$ cat src/rtl/mixctl_pkg.sv
package mixctl_pkg;
  localparam int REG_W     = 16;
  localparam int MODE_W    = 2;
  localparam int HDR_REGS  = 2;
  localparam int LAYER_REG = 3;

  typedef enum logic [MODE_W-1:0] {
    MODE_OFF   = 2'd0,
    MODE_SHOW  = 2'd1,
    MODE_DRAIN = 2'd2,
    MODE_RSVD  = 2'd3
  } lay_mode_e;

  typedef struct packed {
    logic [REG_W-1:0]  xoff;
    logic [REG_W-1:0]  yoff;
    logic [MODE_W-1:0] mode;
  } lay_cfg_t;

  typedef enum logic {SEQ_STOP = 1'b0, SEQ_RUN = 1'b1} seq_state_e;

  // {show, pull} for a mode value
  function automatic logic [1:0] mode_path(input logic [MODE_W-1:0] m);
    case (lay_mode_e'(m))
      MODE_SHOW:  mode_path = 2'b11;
      MODE_DRAIN: mode_path = 2'b01;
      default:    mode_path = 2'b00;
    endcase
  endfunction
endpackage

$ cat src/rtl/mixctl_decode.sv
module mixctl_decode #(
  parameter int NUM_REGS = 14,
  parameter int ADDR_W   = 4
) (
  input  logic [ADDR_W-1:0]   addr,
  input  logic                wr,
  output logic [NUM_REGS-1:0] sel,
  output logic [NUM_REGS-1:0] we
);
  for (genvar i = 0; i < NUM_REGS; i++) begin : g_sel
    assign sel[i] = (32'(addr) == i);
    assign we[i]  = sel[i] & wr;
  end
endmodule

$ cat src/rtl/mixctl_layer.sv
module mixctl_layer
  import mixctl_pkg::*;
(
  input  logic             clk,
  input  logic             rst_n,
  input  logic             we_x,
  input  logic             we_y,
  input  logic             we_m,
  input  logic [REG_W-1:0] wdata,
  input  logic             load,
  output lay_cfg_t         live,
  output lay_cfg_t         shadow
);
  always_ff @(posedge clk) begin
    if (!rst_n) begin
      live <= '0;
    end else begin
      if (we_x) live.xoff <= wdata;
      if (we_y) live.yoff <= wdata;
      if (we_m) live.mode <= wdata[MODE_W-1:0];
    end
  end

  always_ff @(posedge clk) begin
    if (!rst_n)    shadow <= '0;
    else if (load) shadow <= live;
  end
endmodule

$ cat src/rtl/mixctl_seq.sv
module mixctl_seq
  import mixctl_pkg::*;
(
  input  logic clk,
  input  logic rst_n,
  input  logic frame_start,
  input  logic run_bit,
  output logic load,
  output logic running
);
  seq_state_e state_q;

  assign load    = frame_start & run_bit;
  assign running = (state_q == SEQ_RUN);

  always_ff @(posedge clk) begin
    if (!rst_n)           state_q <= SEQ_STOP;
    else if (frame_start) state_q <= run_bit ? SEQ_RUN : SEQ_STOP;
  end
endmodule

$ cat src/rtl/mixctl_top.sv
module mixctl_top
  import mixctl_pkg::*;
#(
  parameter int LAYERS = 4,
  parameter int ADDR_W = 4
) (
  input  logic                    clk,
  input  logic                    rst_n,
  input  logic [ADDR_W-1:0]       bus_addr,
  input  logic                    bus_wr,
  input  logic [15:0]             bus_wdata,
  input  logic                    bus_rd,
  output logic [15:0]             bus_rdata,
  input  logic                    frame_start,
  output logic                    mix_running,
  output logic [16*LAYERS-1:0]    lay_xoff,
  output logic [16*LAYERS-1:0]    lay_yoff,
  output logic [LAYERS-1:0]       lay_show,
  output logic [LAYERS-1:0]       lay_pull
);
  localparam int NUM_REGS = HDR_REGS + LAYER_REG * LAYERS;

  logic [NUM_REGS-1:0] reg_sel, reg_we;
  logic                run_q;
  logic                shadow_load;
  logic [REG_W-1:0]    rd_terms [NUM_REGS];
  logic [REG_W-1:0]    rd_val;
  lay_cfg_t            live_cfg   [LAYERS];
  lay_cfg_t            shadow_cfg [LAYERS];

  mixctl_decode #(.NUM_REGS(NUM_REGS), .ADDR_W(ADDR_W)) u_dec (
    .addr (bus_addr),
    .wr   (bus_wr),
    .sel  (reg_sel),
    .we   (reg_we)
  );

  mixctl_seq u_seq (
    .clk         (clk),
    .rst_n       (rst_n),
    .frame_start (frame_start),
    .run_bit     (run_q),
    .load        (shadow_load),
    .running     (mix_running)
  );

  always_ff @(posedge clk) begin
    if (!rst_n)        run_q <= 1'b0;
    else if (reg_we[0]) run_q <= bus_wdata[0];
  end

  assign rd_terms[0] = {{(REG_W-1){1'b0}}, run_q};
  assign rd_terms[1] = {{(REG_W-1){1'b0}}, mix_running};

  for (genvar l = 0; l < LAYERS; l++) begin : g_lay
    localparam int BASE = HDR_REGS + LAYER_REG * l;
    logic [1:0] path;

    mixctl_layer u_lay (
      .clk    (clk),
      .rst_n  (rst_n),
      .we_x   (reg_we[BASE]),
      .we_y   (reg_we[BASE+1]),
      .we_m   (reg_we[BASE+2]),
      .wdata  (bus_wdata),
      .load   (shadow_load),
      .live   (live_cfg[l]),
      .shadow (shadow_cfg[l])
    );

    assign rd_terms[BASE]   = live_cfg[l].xoff;
    assign rd_terms[BASE+1] = live_cfg[l].yoff;
    assign rd_terms[BASE+2] = {{(REG_W-MODE_W){1'b0}}, live_cfg[l].mode};

    assign path = mode_path(shadow_cfg[l].mode);
    assign lay_xoff[16*l +: 16] = shadow_cfg[l].xoff;
    assign lay_yoff[16*l +: 16] = shadow_cfg[l].yoff;
    assign lay_show[l] = path[1] & mix_running;
    assign lay_pull[l] = path[0] & mix_running;
  end

  always_comb begin
    rd_val = '0;
    for (int i = 0; i < NUM_REGS; i++) begin
      if (reg_sel[i]) rd_val = rd_val | rd_terms[i];
    end
  end

  always_ff @(posedge clk) begin
    if (!rst_n)      bus_rdata <= '0;
    else if (bus_rd) bus_rdata <= rd_val;
  end
endmodule

$ cat config.mk
export PLATFORM = sky130hd
export DESIGN_NAME = mixctl_top
export DESIGN_NICKNAME = d
export VERILOG_FILES = /design/src/rtl/mixctl_pkg.sv /design/src/rtl/mixctl_decode.sv /design/src/rtl/mixctl_layer.sv /design/src/rtl/mixctl_seq.sv /design/src/rtl/mixctl_top.sv
export SDC_FILE = /design/constraint.sdc
export NUM_CORES = 1
export LEC_CHECK = 0
export BUFFER_PORTS_ARGS = -buffer_cell sky130_fd_sc_hd__clkbuf_2
export CAP_MARGIN = 10
export CORE_MARGIN = 5
export CORE_UTILIZATION = 64
export CTS_BUF_LIST = sky130_fd_sc_hd__clkbuf_4
export DETAILED_ROUTE_END_ITERATION = 10
export PLACE_DENSITY_LB_ADDON = 0.1
export SKIP_CTS_REPAIR_TIMING = 1
export SLEW_MARGIN = 20
export SYNTH_ARGS = -nofsm -noshare
export SYNTH_HDL_FRONTEND = slang
export SYNTH_SLANG_ARGS = --single-unit
$ cat constraint.sdc
create_clock -name clk -period 3.3 [get_ports clk]
set_input_delay 0.66 -clock clk [delete_from_list [all_inputs] [get_ports clk]]
set_output_delay 0.66 -clock clk [all_outputs]
set_load 0.02 [all_outputs]
==> flow_metrics.env <==
export IMPL_skew_ns=0.0365
export IMPL_setup_viol=0
export IMPL_drt_first_pass_iters=7
export IMPL_worstSetupPathType="reg -> out"
export IMPL_hp_start="frame_start"
export IMPL_grt_pass1_wl_mm=56.0
export IMPL_start_util_pct=65.0
export IMPL_r2r_start="run_q"
export IMPL_synth_seq_cells=290
export IMPL_leakage_nw=5.20
export IMPL_layout_drive_gt1_share_pct=20.4
export IMPL_wl_mm=35.6
export IMPL_grt_start_max_net_pins=132
export IMPL_die_area_um2=23400
export IMPL_cp_max_fo=11
export IMPL_core_area_um2=20200
export IMPL_n_fill_cell=1704
export IMPL_grt_setup_unrepaired="false"
export IMPL_clock_sinks=290
export IMPL_cp_arrival_ns=1.78
export IMPL_cts_buffer_depth=3
export IMPL_fp_dieH_um=153
export IMPL_gp_congestion=0.963
export IMPL_layout_nets=1606
export IMPL_outcome="complete, no violations"
export IMPL_antenna_found_initial=2
export IMPL_finalCriticalPeriod_ns=2.44
export IMPL_drv_slew=0
export IMPL_async_reset_ff_share_pct=0
export IMPL_start_kind="register"
export IMPL_cts_root_buf="clkbuf_4"
export IMPL_syn_avg_cell_area_um2=8.40
export IMPL_min_delay_path_depth=3
export IMPL_synthTopCellsByArea="dfxtp_1, nand2_1, a21boi_0"
export IMPL_crit_path_end_kind="primary output"
export IMPL_wl_per_cell_um=18.7
export IMPL_worst_pin_slew_ns=0.852
export IMPL_ff2ff_path_depth=4
export IMPL_min_to="u_seq.running"
export IMPL_synth_top_area_share_pct=44.3
export IMPL_netlist_area_um2=13100
export IMPL_cts_tree="yes"
export IMPL_maxCapViolCount=0
export IMPL_dp_cells=1771
export IMPL_cts_buffers=74
export IMPL_path_clk_slew_ns=0.06
export IMPL_synth_cells=1560
export IMPL_fp_dieW_um=153
export IMPL_fin_util_pct=68.7
export IMPL_synthToLayoutAreaGrowth_pct=5.72
export IMPL_post_route_period_util_pct=74.1
export IMPL_yosys_area_top_type="dfxtp_1"
export IMPL_vias=10600
export IMPL_yosys_warnings=0
export IMPL_viasPerCell=5.59
export IMPL_yosysMostFrequentCell="nand2_1"
export IMPL_worst_r2r_setup_slack_ns=1.48
export IMPL_drt_iter0_drc=1078
export IMPL_fmax_mhz=409
export IMPL_tns_ns=0
export IMPL_ys_seq_area_share_pct=44.3
export IMPL_synthTopCellsByCount="nand2_1, dfxtp_1, a21boi_0"
export IMPL_ios=178
export IMPL_overflow=0
export IMPL_portBuffers=177
export IMPL_detailed_place_hpwl_mm=24.4
export IMPL_std_cell_rows=52
export IMPL_grt_pass1_vias=10100
export IMPL_vdd_ir_drop_max_v=0.000295
export IMPL_hold_class="in -> reg"
export IMPL_worst_skew_pair_late_latency_ns=0.68
export IMPL_slew_limit_headroom_pct=43.2
export IMPL_required_ns=2.64
export IMPL_htree_levels=3
export IMPL_hold_violations=0
export IMPL_grt_total_usage_pct=29.5
export IMPL_ys_flop_type="dfxtp_1"
export IMPL_yosysUniqueCellTypes=52
export IMPL_synth_edf_count=0
export IMPL_stdcell_count=1901
export IMPL_powerDensity_nw_per_um2=501
export IMPL_drcViolationCount=0
export IMPL_r2r_end="g_lay[3].u_lay.shadow[13]"
export IMPL_hold_slack_ns=0.350
export IMPL_syn_nets=1589
export IMPL_ant_nets=0
stage by stage:
stage	setup WS [ns]	cell area, um^2	total power, mW
2_1_floorplan	1.50	13100	3.87
4_1_cts	0.851	13800	6.98
5_1_grt	0.813	13900	7.21
3_3_place_gp	0.774	12900	3.98
3_5_place_dp	0.666	12900	3.98
6_report	0.856	13900	6.94
flip-flops by register name, indices dropped and copies added (netlist names):
signal / cells
run_q: 1
u_seq.running: 1
bus_rdata: 16
g_lay.u_lay.shadow: 136
g_lay.u_lay.live: 136
worst max-delay path, cell delays in order (launching register included):
cell and delay, ns:
dfxtp_1 0.68, and2_1 0.25, clkbuf_2 0.18
final cells by class:
cell class	instances	area, um^2	share of cell area (%)
Clock inverter	18	97.6	0.705
Inverter	7	26.3	0.190
Timing Repair Buffer	191	1020	7.38
Tap cell	270	338	2.44
Sequential cell	290	5810	41.9
Clock buffer	110	826	5.96
Antenna cell	2	5.00	0.0361
Multi-Input combinational cell	1013	5730	41.4
how the worst max path moves through the flow:
| stage | endpoint | cells past startpoint | from |
|---|---|---|---|
| floorplan | g_lay[3].u_lay.live[10] | 8 | bus_addr[2] |
| detailed placement | g_lay[3].u_lay.live[4] | 5 | bus_addr[1] |
| global route | lay_show[0] | 2 | u_seq.running |
| CTS | lay_show[0] | 2 | u_seq.running |
| global placement | g_lay[3].u_lay.live[5] | 5 | bus_addr[1] |
| finish | lay_show[0] | 2 | u_seq.running |
power breakdown:
part	internal, mW	switching (mW)	total, mW
logic	0.118	0.231	0.349
registers	3.53	0.0355	3.57
clock network	1.60	1.42	3.02
total	5.25	1.69	6.94
per-layer routing:
metal / global-route usage [%] / part of all wire, % / vias to the layer above
met4: 10.6 / 3.1 / 0
met1: 41.9 / 44 / 4972
met2: 43.6 / 43 / 501
met5: 0 / 0 / -
met3: 7.69 / 9.6 / 67
li1: - / - / 5091
kinds of logic (layout without fill, tap and decap cells):
group,Yosys count,after routing,synth area share (%)
flip-flops,290,290,44.3
buffers and inverters,257,326,12.0
other,0,2,0
AO/OA/AOI/OAI,356,356,19.9
AND/OR/NAND/NOR,611,611,20.1
adder cells (fa/ha/maj),4,4,0.382
multiplexers,42,42,3.23
placed cells by master (no fill, tap or decap), types with 15 or more instances in the layout:
master,count
a21boi_1,33
clkbuf_4,110
mux2i_1,40
a31oi_1,15
nor2b_1,26
a221oi_1,15
clkbuf_2,176
o21ai_0,35
a21boi_0,220
nand2_1,518
dfxtp_1,290
No activity file was read; power rests on OpenSTA's default activity.
